$ cat src/rtl/gpio_bank_pkg.sv
package gpio_bank_pkg;

  localparam logic [6:0] OFF_IRQ_SEL  = 7'h00;
  localparam logic [6:0] OFF_DIR      = 7'h04;
  localparam logic [6:0] OFF_OUT      = 7'h08;
  localparam logic [6:0] OFF_IN       = 7'h0C;
  localparam logic [6:0] OFF_PEND     = 7'h10;
  localparam logic [6:0] OFF_PEND_CLR = 7'h14;
  localparam logic [6:0] OFF_EN       = 7'h18;
  localparam logic [6:0] OFF_EN_SET   = 7'h1C;
  localparam logic [6:0] OFF_POL      = 7'h20;
  localparam logic [6:0] OFF_EDGE     = 7'h24;
  localparam logic [6:0] OFF_FILT     = 7'h28;
  localparam logic [6:0] OFF_OUT_SRC  = 7'h40;
  localparam logic [6:0] OFF_DUAL     = 7'h4C;
  localparam logic [6:0] OFF_GATE     = 7'h50;

  typedef struct packed {
    logic wrIrqSel;
    logic wrDir;
    logic wrOut;
    logic wrPendClr;
    logic wrEnClr;
    logic wrEnSet;
    logic wrPol;
    logic wrEdge;
    logic wrFilt;
    logic wrOutSrc;
    logic wrDual;
    logic wrGate;
    logic rdStb;
  } bankStrobe_t;

  typedef enum logic [3:0] {
    RD_NONE, RD_IRQ_SEL, RD_DIR, RD_OUT, RD_IN, RD_PEND, RD_EN,
    RD_POL, RD_EDGE, RD_FILT, RD_OUT_SRC, RD_DUAL, RD_GATE
  } rdSel_t;

endpackage

$ cat src/rtl/gpio_bank_ctrl.sv
module gpio_bank_ctrl
  import gpio_bank_pkg::*;
#(
  parameter int ADDR_W = 7
) (
  input  logic              clk,
  input  logic              rstN,
  input  logic              wrEn,
  input  logic              rdEn,
  input  logic [ADDR_W-1:0] addr,
  output bankStrobe_t       strb,
  output rdSel_t            rdSel
);

  always_comb begin
    strb  = '0;
    rdSel = RD_NONE;
    strb.rdStb = rdEn;
    if (wrEn) begin
      case (addr)
        ADDR_W'(OFF_IRQ_SEL):  strb.wrIrqSel  = 1'b1;
        ADDR_W'(OFF_DIR):      strb.wrDir     = 1'b1;
        ADDR_W'(OFF_OUT):      strb.wrOut     = 1'b1;
        ADDR_W'(OFF_PEND_CLR): strb.wrPendClr = 1'b1;
        ADDR_W'(OFF_EN):       strb.wrEnClr   = 1'b1;
        ADDR_W'(OFF_EN_SET):   strb.wrEnSet   = 1'b1;
        ADDR_W'(OFF_POL):      strb.wrPol     = 1'b1;
        ADDR_W'(OFF_EDGE):     strb.wrEdge    = 1'b1;
        ADDR_W'(OFF_FILT):     strb.wrFilt    = 1'b1;
        ADDR_W'(OFF_OUT_SRC):  strb.wrOutSrc  = 1'b1;
        ADDR_W'(OFF_DUAL):     strb.wrDual    = 1'b1;
        ADDR_W'(OFF_GATE):     strb.wrGate    = 1'b1;
        default: ;
      endcase
    end
    if (rdEn) begin
      case (addr)
        ADDR_W'(OFF_IRQ_SEL): rdSel = RD_IRQ_SEL;
        ADDR_W'(OFF_DIR):     rdSel = RD_DIR;
        ADDR_W'(OFF_OUT):     rdSel = RD_OUT;
        ADDR_W'(OFF_IN):      rdSel = RD_IN;
        ADDR_W'(OFF_PEND):    rdSel = RD_PEND;
        ADDR_W'(OFF_EN):      rdSel = RD_EN;
        ADDR_W'(OFF_POL):     rdSel = RD_POL;
        ADDR_W'(OFF_EDGE):    rdSel = RD_EDGE;
        ADDR_W'(OFF_FILT):    rdSel = RD_FILT;
        ADDR_W'(OFF_OUT_SRC): rdSel = RD_OUT_SRC;
        ADDR_W'(OFF_DUAL):    rdSel = RD_DUAL;
        ADDR_W'(OFF_GATE):    rdSel = RD_GATE;
        default:              rdSel = RD_NONE;
      endcase
    end
  end

  logic [11:0] wrVec;
  assign wrVec = {strb.wrIrqSel, strb.wrDir, strb.wrOut, strb.wrPendClr,
                  strb.wrEnClr, strb.wrEnSet, strb.wrPol, strb.wrEdge,
                  strb.wrFilt, strb.wrOutSrc, strb.wrDual, strb.wrGate};


  wr_onehot_chk: assert property (@(posedge clk) disable iff (!rstN)
    $onehot0(wrVec));


  wr_idle_chk: assert property (@(posedge clk) disable iff (!rstN)
    !wrEn |-> (wrVec == '0));

endmodule

$ cat src/rtl/gpio_bank_datapath.sv
module gpio_bank_datapath
  import gpio_bank_pkg::*;
#(
  parameter int NLINES = 32,
  parameter int DATA_W = 32
) (
  input  logic              clk,
  input  logic              rstN,
  input  bankStrobe_t       strb,
  input  rdSel_t            rdSel,
  input  logic [DATA_W-1:0] wrData,
  output logic [DATA_W-1:0] rdData,
  input  logic [NLINES-1:0] pinIn,
  output logic [NLINES-1:0] pinOut,
  output logic [NLINES-1:0] pinOe,
  output logic              irqOut
);

  localparam int LW = NLINES;

  logic [LW-1:0] wrD;
  assign wrD = wrData[LW-1:0];

  logic [LW-1:0] irqSel, dirSel, outVal, polSel, edgeSel, dualSel, inGate;
  logic [LW-1:0] enMask;
  logic [DATA_W-1:0] filtCfg, outSrcCfg;
  logic [LW-1:0] syncA, syncB, inVal, inPrev, pendLatch;
  logic [LW-1:0] hit, pend;
  logic          irqOutR;

  // configuration storage
  always_ff @(posedge clk) begin
    if (!rstN) begin
      irqSel    <= '0;
      dirSel    <= '0;
      outVal    <= '0;
      polSel    <= '0;
      edgeSel   <= '0;
      dualSel   <= '0;
      inGate    <= '0;
      filtCfg   <= '0;
      outSrcCfg <= '0;
    end else begin
      if (strb.wrIrqSel) irqSel    <= wrD;
      if (strb.wrDir)    dirSel    <= wrD;
      if (strb.wrOut)    outVal    <= wrD;
      if (strb.wrPol)    polSel    <= wrD;
      if (strb.wrEdge)   edgeSel   <= wrD;
      if (strb.wrDual)   dualSel   <= wrD;
      if (strb.wrGate)   inGate    <= wrD;
      if (strb.wrFilt)   filtCfg   <= wrData;
      if (strb.wrOutSrc) outSrcCfg <= wrData;
    end
  end

  // enable mask: separate set and clear ports
  always_ff @(posedge clk) begin
    if (!rstN) begin
      enMask <= '0;
    end else if (strb.wrEnSet) begin
      enMask <= enMask | wrD;
    end else if (strb.wrEnClr) begin
      enMask <= enMask & wrD;
    end
  end

  // input synchroniser and sampling gate
  always_ff @(posedge clk) begin
    if (!rstN) begin
      syncA  <= '0;
      syncB  <= '0;
      inVal  <= '0;
      inPrev <= '0;
    end else begin
      syncA  <= pinIn;
      syncB  <= syncA;
      inVal  <= syncB & inGate;
      inPrev <= inVal;
    end
  end

  // per-line sensing
  for (genvar i = 0; i < LW; i++) begin : g_line
    logic rise, fall, lvlAct;
    assign rise   = inVal[i] & ~inPrev[i];
    assign fall   = ~inVal[i] & inPrev[i];
    assign lvlAct = inVal[i] ^ polSel[i];
    assign hit[i] = irqSel[i] & edgeSel[i] &
                    (dualSel[i] ? (rise | fall) : (polSel[i] ? fall : rise));
    assign pend[i] = irqSel[i] & (edgeSel[i] ? pendLatch[i] : lvlAct);
  end

  logic [LW-1:0] clrMask;
  assign clrMask = strb.wrPendClr ? wrD : '0;

  always_ff @(posedge clk) begin
    if (!rstN) begin
      pendLatch <= '0;
      irqOutR   <= 1'b0;
    end else begin
      pendLatch <= hit | (pendLatch & ~clrMask);
      irqOutR   <= |(pend & enMask);
    end
  end

  // registered read port
  always_ff @(posedge clk) begin
    if (!rstN) begin
      rdData <= '0;
    end else if (strb.rdStb) begin
      case (rdSel)
        RD_IRQ_SEL: rdData <= DATA_W'(irqSel);
        RD_DIR:     rdData <= DATA_W'(dirSel);
        RD_OUT:     rdData <= DATA_W'(outVal);
        RD_IN:      rdData <= DATA_W'(inVal);
        RD_PEND:    rdData <= DATA_W'(pend);
        RD_EN:      rdData <= DATA_W'(enMask);
        RD_POL:     rdData <= DATA_W'(polSel);
        RD_EDGE:    rdData <= DATA_W'(edgeSel);
        RD_FILT:    rdData <= filtCfg;
        RD_OUT_SRC: rdData <= outSrcCfg;
        RD_DUAL:    rdData <= DATA_W'(dualSel);
        RD_GATE:    rdData <= DATA_W'(inGate);
        default:    rdData <= '0;
      endcase
    end
  end

  assign pinOut = outVal;
  assign pinOe  = dirSel & ~irqSel;
  assign irqOut = irqOutR;


  pend_clear_chk: assert property (@(posedge clk) disable iff (!rstN)
    strb.wrPendClr |=> ((pendLatch & $past(wrD & ~hit)) == '0));


  pend_hold_chk: assert property (@(posedge clk) disable iff (!rstN)
    !strb.wrPendClr |=> ((pendLatch & $past(pendLatch)) == $past(pendLatch)));


  en_set_chk: assert property (@(posedge clk) disable iff (!rstN)
    strb.wrEnSet |=> ((enMask & $past(wrD)) == $past(wrD)));


  en_clr_chk: assert property (@(posedge clk) disable iff (!rstN)
    strb.wrEnClr |=> ((enMask & ~$past(wrD)) == '0));


  in_gate_chk: assert property (@(posedge clk) disable iff (!rstN)
    ((inVal & ~$past(inGate)) == '0));


  irq_quiet_chk: assert property (@(posedge clk) disable iff (!rstN)
    ($past(enMask) == '0) |-> !irqOut);


  mode_stable_chk: assert property (@(posedge clk) disable iff (!rstN)
    !strb.wrIrqSel |=> $stable(irqSel));

endmodule

$ cat src/rtl/gpio_irq_bank.sv
module gpio_irq_bank
  import gpio_bank_pkg::*;
#(
  parameter int NLINES = 32,
  parameter int DATA_W = 32,
  parameter int ADDR_W = 7
) (
  input  logic              clk,
  input  logic              rstN,
  input  logic              wrEn,
  input  logic              rdEn,
  input  logic [ADDR_W-1:0] addr,
  input  logic [DATA_W-1:0] wrData,
  output logic [DATA_W-1:0] rdData,
  input  logic [NLINES-1:0] pinIn,
  output logic [NLINES-1:0] pinOut,
  output logic [NLINES-1:0] pinOe,
  output logic              irqOut
);

  bankStrobe_t strb;
  rdSel_t      rdSel;

  gpio_bank_ctrl #(.ADDR_W(ADDR_W)) u_ctrl (
    .clk   (clk),
    .rstN  (rstN),
    .wrEn  (wrEn),
    .rdEn  (rdEn),
    .addr  (addr),
    .strb  (strb),
    .rdSel (rdSel)
  );

  gpio_bank_datapath #(.NLINES(NLINES), .DATA_W(DATA_W)) u_dp (
    .clk    (clk),
    .rstN   (rstN),
    .strb   (strb),
    .rdSel  (rdSel),
    .wrData (wrData),
    .rdData (rdData),
    .pinIn  (pinIn),
    .pinOut (pinOut),
    .pinOe  (pinOe),
    .irqOut (irqOut)
  );

endmodule

$ cat config.mk
export PLATFORM = sky130hd
export DESIGN_NAME = gpio_irq_bank
export DESIGN_NICKNAME = d
export VERILOG_FILES = /design/src/rtl/gpio_bank_pkg.sv /design/src/rtl/gpio_bank_ctrl.sv /design/src/rtl/gpio_bank_datapath.sv /design/src/rtl/gpio_irq_bank.sv
export SDC_FILE = /design/constraint.sdc
export NUM_CORES = 1
export LEC_CHECK = 0
export CAP_MARGIN = 20
export CORE_ASPECT_RATIO = 0.7
export CORE_UTILIZATION = 35
export CTS_BUF_LIST = sky130_fd_sc_hd__clkbuf_8
export DETAILED_ROUTE_END_ITERATION = 8
export HOLD_SLACK_MARGIN = 0.08
export RECOVER_POWER = 100
export SLEW_MARGIN = 15
export SYNTH_ARGS = -nofsm -noshare
export SYNTH_HDL_FRONTEND = slang
export SYNTH_SLANG_ARGS = --single-unit
$ cat constraint.sdc
create_clock -name clk -period 6.7 [get_ports clk]
set_input_delay 1.005 -clock clk [delete_from_list [all_inputs] [get_ports clk]]
set_output_delay 1.005 -clock clk [all_outputs]
set_load 0.02 [all_outputs]
==> metrics.md, run 1 <==
| Metric | Value |
|---|---|
| Run status | `complete, but fails checks` |
| Failing checks | `capacitance limit, slew limit` |
| Fraction of final layout cells with drive strength greater than 1 | `6.61%` |
| Crit path capture type | `flip-flop` |
| Commonest register cell after synthesis | `dfxtp_1` |
| Floorplan Core Area | `0.0638 mm2` |
| Setup crit end | `u_dp.rdData[14]` |
| Area of the mapped netlist | `0.0228 mm2` |
| Final std cell area, no fill | `0.0270 mm2` |
| Dominant cell by count in the synthesized netlist | `nand2_1` |
| Most area-hungry cell type in the Yosys netlist | `dfxtp_1` |
| Number of cells on the worst hold path | `1` |
| R2R cell count | `5` |
| Worst path arrival time | `5.92 ns` |
| Setup clock skew after layout | `0.0348 ns` |
| Quantity of I/O buffers inserted on ports | `171` |
| Synth area leaders | `dfxtp_1 45%, nand2_1 12%, a21oi_1 8.6%` |
| Final slew viol count | `581` |
| Place WS | `1.60 ns` |
| Total of flip-flops plus latches after synthesis | `513` |
| Total CTS buffers | `83` |
| Overall die area | `0.0662 mm2` |
| Actual transition at the worst max-transition pin | `3.29 ns` |
| Number of max-cap violations | `16` |
| Clk_lat worst skew | `0.71 ns` |
| Row count | `77` |
| Detailed Route Iter0 Violations | `3,046` |
| GRT overflow | `0` |
| Largest net degree at the start of global routing | `144` |
| Aggregate routed wire length | `95,300 um` |
| Initial Utilization | `35.8%` |
| Leakage power total | `9.68 nW` |
| H-tree Lvls | `3` |
| Count of antenna-violating nets left after detailed routing | `0` |
| Count of flip-flops with a built-in enable after synthesis | `0` |
| Classification of the worst setup path | `primary input to flip-flop` |
| Final cell count without fillers | `3,867` |
| Total placed cells including tap cells | `3,707` |
| Nets | `3,066` |
| Post-synthesis net count | `2,970` |
| Worst-case setup margin in the final layout | `1.24 ns` |
| Post-detail-place hpwl | `61,700 um` |
| Clock transition at the registers of the reported paths | `0.07 ns` |
| Boundary pin count | `172` |
| Clock buffer depth | `3` |
| Achievable frequency | `0.183 GHz` |
| Start of the worst register-to-register path | `u_dp.polSel[2]` |
| Most used standard cells in the synthesized netlist | `702 x nand2_1, 513 x dfxtp_1, 390 x a21oi_1` |
| Routability congestion estimate from global placement | `0.959` |
| Number of instances resized during post-cts repair | `0` |
| Final period demand of the worst path | `5.46 ns` |
| Die span in y | `216 um` |
| Post-Syn Instances | `2,831` |
| Synthesis Warnings | `0` |
| Sinks on Clock Net | `513` |
| Critical R2R Capture | `u_dp.irqOut` |
| Root buf cell | `clkbuf_8` |
| Global-route wire length before repair | `138,000 um` |
| Peak supply drop | `126 uV` |
| Worst relative slew slack | `-119%` |
| Number of antenna violations at the first check in global routing | `5` |
| RSZ-0062 raised after global routing | `false` |
| Period utilization | `81.4%` |
| Yosys top cell area share | `45.0%` |
| Setup slack on the worst flop-to-flop path | `3.84 ns` |
| Count of vias placed by the detailed router | `22.3k` |
| Number of buffers added for setup after CTS | `0` |
| Number of different library cells in the post-synthesis netlist | `73` |
| Async set or reset register ratio after synthesis | `0%` |
| Total setup violations reported at the end of the flow | `0` |
| Aggregate global-route resource usage | `28.1%` |
| CTS tree | `built` |
| Pwr Total | `6.30 mW` |
| Number of iterations in the first detailed-routing pass | `6` |
| Final Hold Vio Count | `0` |
| Pwr Density | `234 mW/mm2` |
| Placed Area | `0.0253 mm2` |
| Number of global-route vias before repair | `20.9k` |
| Required time of the critical path | `7.16 ns` |
| Total negative slack for setup checks | `0 ns` |
| Via/cell ratio | `5.78` |
| Worst-path maximum fanout | `24` |
| Crit path launch type | `primary input` |
| Fraction of the yosys area taken by sequential cells | `45.0%` |
| DRC violations left | `0` |
| Syn-to-layout area delta | `18.2%` |
| Classification of the worst-slack hold path | `flip-flop to flip-flop` |
| Number of buffers added to fix hold violations after cts | `0` |
| Die X | `307 um` |
| Per-cell routed wire length | `24.7 um` |
| Timing startpoint of the critical path | `addr[4]` |
| Synth Area per Inst | `8.06 um2` |
## power by group
part | switching [mW] | leakage [nW] | total (mW) | internal [mW]
registers | 0.0158 | 4.15 | 3.09 | 3.08
logic | 0.227 | 4.51 | 0.321 | 0.0949
clock network | 1.33 | 1.02 | 2.89 | 1.56
total | 1.57 | 9.68 | 6.30 | 4.73
## layout by cell type, fill, tap and decap left out, types with 14 or more instances in the layout
master	netlist	final
a211oi_1	40	39
a21oi_1	390	390
a221oi_1	17	17
a22o_1	14	14
a22oi_1	56	55
a31oi_1	20	18
a32oi_1	40	40
and2_0	3	31
and2_1	69	41
and3_1	47	45
buf_4	6	39
clkbuf_1	158	14
clkbuf_8	0	108
clkdlybuf4s50_1	0	69
dfxtp_1	513	513
dlygate4sd3_1	0	100
ha_1	64	64
inv_1	81	112
mux2i_1	40	39
nand2_1	702	702
nand2b_1	26	26
nand3_1	20	20
nor2_1	122	121
nor2b_1	72	71
o211ai_1	19	19
o21ai_0	45	45
o22ai_1	29	29
xor2_1	25	25
## per-layer routing
layer  wire [um]  share of wire, %  global-route usage (%)
met5           9            0.0094                       0
met4        3740               3.9                    11.0
met2       39800                42                    40.6
met3       11900                12                    8.32
met1       39800                42                    39.0
## flip-flops by register name, indices dropped and copies added (netlist names), 32 cells and up
name,cells
u_dp.filtCfg,32
u_dp.inGate,32
u_dp.inVal,32
u_dp.pendLatch,32
u_dp.syncB,32
u_dp.pinOut,32
u_dp.edgeSel,32
u_dp.polSel,32
u_dp.outSrcCfg,32
u_dp.syncA,32
u_dp.irqSel,32
u_dp.dualSel,32
u_dp.rdData,32
u_dp.inPrev,32
u_dp.dirSel,32
u_dp.enMask,32
## worst max-delay path, stage by stage
cell	delay [ns]
dlygate4sd3_1	1.20
o21ai_0	0.41
a32oi_1	1.50
clkbuf_1	0.97
mux2i_1	0.31
o211ai_1	0.11
a221oi_1	0.27
a31oi_1	0.12
## worst min path at each step
stage,startpoint,to,slack (ns)
2_1_floorplan,u_dp.syncA[0],u_dp.syncB[0],0.41
3_3_place_gp,u_dp.syncA[5],u_dp.syncB[5],0.42
3_5_place_dp,u_dp.syncA[9],u_dp.syncB[9],0.42
4_1_cts,u_dp.syncA[31],u_dp.syncB[31],0.43
5_1_grt,u_dp.syncA[11],u_dp.syncB[11],0.44
6_report,u_dp.syncA[22],u_dp.syncB[22],0.43
## cell type report
cell class                 count  area (um2)
fill                        6336       36800
inverter                      81         312
multi-input combinational   2019       11400
timing repair buffer         229        2100
clock buffer                 108        1490
sequential                   513       10300
clock inverter                44         273
antenna                        4        10.0
tap                          869        1090
## through the flow
step                      util (%)  hold slack [ns]
after global placement        39.6            0.420
after CTS                     42.4            0.434
after floorplan                  -            0.412
final                         42.3            0.431
after detailed placement      39.6            0.419
after global routing          42.3            0.442
## kinds of logic after synthesis
kind of cell	count (synthesis)	synth area share [%]
flip-flops	513	45.0
buffers and inverters	299	5.33
XOR/XNOR	36	1.44
multiplexers	41	1.80
adder cells (fa/ha/maj)	64	3.51
AND/OR/NAND/NOR	1116	21.8
AO/OA/AOI/OAI	762	21.1
Note: power is estimated with default switching activity, not from simulation.
==> run 2: changes to the inputs <==
==> constraint.sdc (replaced) <==
create_clock -name clk -period 5.46 [get_ports clk]
set_input_delay 0.819 -clock clk [delete_from_list [all_inputs] [get_ports clk]]
set_output_delay 0.819 -clock clk [all_outputs]
set_load 0.02 [all_outputs]
==> metrics.md, run 2 (synthesis gave the netlist of run 1 again) <==
| Metric | Value |
|---|---|
| Run status | `complete, but fails checks` |
| Failing checks | `capacitance limit, slew limit` |
| Root buf cell | `clkbuf_8` |
| Final std cell area, no fill | `0.0270 mm2` |
| Number of buffers added for setup after CTS | `0` |
| Worst-case setup margin in the final layout | `0.876 ns` |
| Die X | `307 um` |
| Total setup violations reported at the end of the flow | `0` |
| Final period demand of the worst path | `4.58 ns` |
| Crit path launch type | `primary input` |
| Smallest hold slack | `0.396 ns` |
| Setup clock skew after layout | `0.0430 ns` |
| Count of vias placed by the detailed router | `22.2k` |
| Setup slack on the worst flop-to-flop path | `2.63 ns` |
| Achievable frequency | `0.218 GHz` |
| Count of antenna-violating nets left after detailed routing | `0` |
| Crit path capture type | `flip-flop` |
| Total CTS buffers | `84` |
| Initial Utilization | `35.8%` |
| Floorplan Core Area | `0.0638 mm2` |
| Global-route wire length before repair | `137,000 um` |
| Pwr Density | `279 mW/mm2` |
| Classification of the worst-slack hold path | `flip-flop to flip-flop` |
| Actual transition at the worst max-transition pin | `2.33 ns` |
| Boundary pin count | `172` |
| Core occupancy in the finished layout | `42.4%` |
| Total negative slack for setup checks | `0 ns` |
| Clock transition at the registers of the reported paths | `0.06 ns` |
| Aggregate routed wire length | `94,700 um` |
| Leakage power total | `9.75 nW` |
| Fraction of final layout cells with drive strength greater than 1 | `7.35%` |
| Via/cell ratio | `5.73` |
| Clock buffer depth | `3` |
| Nets | `3,093` |
| Place WS | `1.31 ns` |
| Quantity of I/O buffers inserted on ports | `171` |
| Number of buffers added to fix hold violations after cts | `0` |
| Critical R2R Capture | `u_dp.irqOut` |
| Timing startpoint of the critical path | `addr[2]` |
| Largest net degree at the start of global routing | `148` |
| Number of cells on the worst hold path | `1` |
| Final cell count without fillers | `3,876` |
| Number of instances resized during post-cts repair | `0` |
| R2R cell count | `6` |
| Worst path arrival time | `5.20 ns` |
| Period utilization | `83.9%` |
| GRT overflow | `0` |
| Detailed Route Iter0 Violations | `3,127` |
| End point of the most critical hold path | `u_dp.syncB[23]` |
| Overall die area | `0.0662 mm2` |
| Worst Min Path Start | `u_dp.syncA[23]` |
| Peak supply drop | `151 uV` |
| H-tree Lvls | `3` |
| Commonest cells after routing, fill and taps aside | `702 x nand2_1, 513 x dfxtp_1, 390 x a21oi_1` |
| CTS tree | `built` |
| Placed Area | `0.0255 mm2` |
| Aggregate global-route resource usage | `27.9%` |
| Classification of the worst setup path | `primary input to flip-flop` |
| Die span in y | `216 um` |
| Pwr Total | `7.55 mW` |
| Number of global-route vias before repair | `20.8k` |
| Most frequent standard cell in the layout excluding fill and tap cells | `nand2_1` |
| Syn-to-layout area delta | `18.5%` |
| Worst-path maximum fanout | `12` |
| Worst relative slew slack | `-55.1%` |
| Start of the worst register-to-register path | `u_dp.polSel[26]` |
| DRC violations left | `0` |
| Final Hold Vio Count | `0` |
| Required time of the critical path | `6.07 ns` |
| Clk_lat worst skew | `0.70 ns` |
| Routability congestion estimate from global placement | `0.988` |
| Row count | `77` |
| Sinks on Clock Net | `513` |
| Number of antenna violations at the first check in global routing | `1` |
| Number of max-cap violations | `7` |
| Per-cell routed wire length | `24.4 um` |
| Number of fillers in the final layout | `6,423` |
| Number of iterations in the first detailed-routing pass | `8` |
| Final slew viol count | `255` |
| Post-detail-place hpwl | `62,200 um` |
| Total placed cells including tap cells | `3,737` |
| RSZ-0062 raised after global routing | `false` |
run 2: changes by cell type in the layout (fill, tap and decap cells not counted), sizes merged:
cell,delta
buf,+34
clkbuf,-16
inv,-5
diode,-3
bufinv,-1
clkdlybuf4s50,+1
clkinv,+1
clkinvlp,-1
dlygate4sd3,-1
run 2: worst max path at each step:
stage	to	slack, ns	cells past startpoint
after detailed placement	u_dp.rdData[7]	1.31	9
final	u_dp.rdData[31]	0.88	9
after global routing	u_dp.rdData[31]	0.98	9
after CTS	u_dp.rdData[7]	2.04	9
after floorplan	u_dp.rdData[22]	2.69	10
after global placement	u_dp.rdData[10]	1.29	9
run 2: worst max-delay path: stages:
cell and delay, ns:
dlygate4sd3_1 0.68, buf_4 0.25, xnor2_1 0.51, mux2i_1 1.79
o21ai_0 0.26, buf_4 0.32, o22ai_1 0.30, nor3_1 0.11
a31oi_1 0.15
run 2: layout make-up:
cell class / instances / area, um2 / share of cell area (%)
clock buffers: 100 / 1380 / 5.09
multi-input cells: 2019 / 11400 / 42.2
clock inverters: 38 / 221 / 0.819
well taps: 869 / 1090 / 4.02
flip-flops and latches: 513 / 10300 / 38.0
diodes: 1 / 2.50 / 0.00925
inverters: 81 / 312 / 1.15
repair buffers: 255 / 2360 / 8.72
run 2: layer usage:
layer / GRT usage [%] / wire length, um / vias to the layer above
li1: - / - / 9965
met5: 0 / 68 / -
met4: 10.9 / 3860 / 2
met1: 38.8 / 39900 / 10600
met2: 40.4 / 39200 / 1390
met3: 7.87 / 11700 / 270
run 2: power by group:
group | internal, mW | switching (mW)
sequential | 3.78 | 0.0189
clock | 1.74 | 1.61
combinational | 0.121 | 0.277
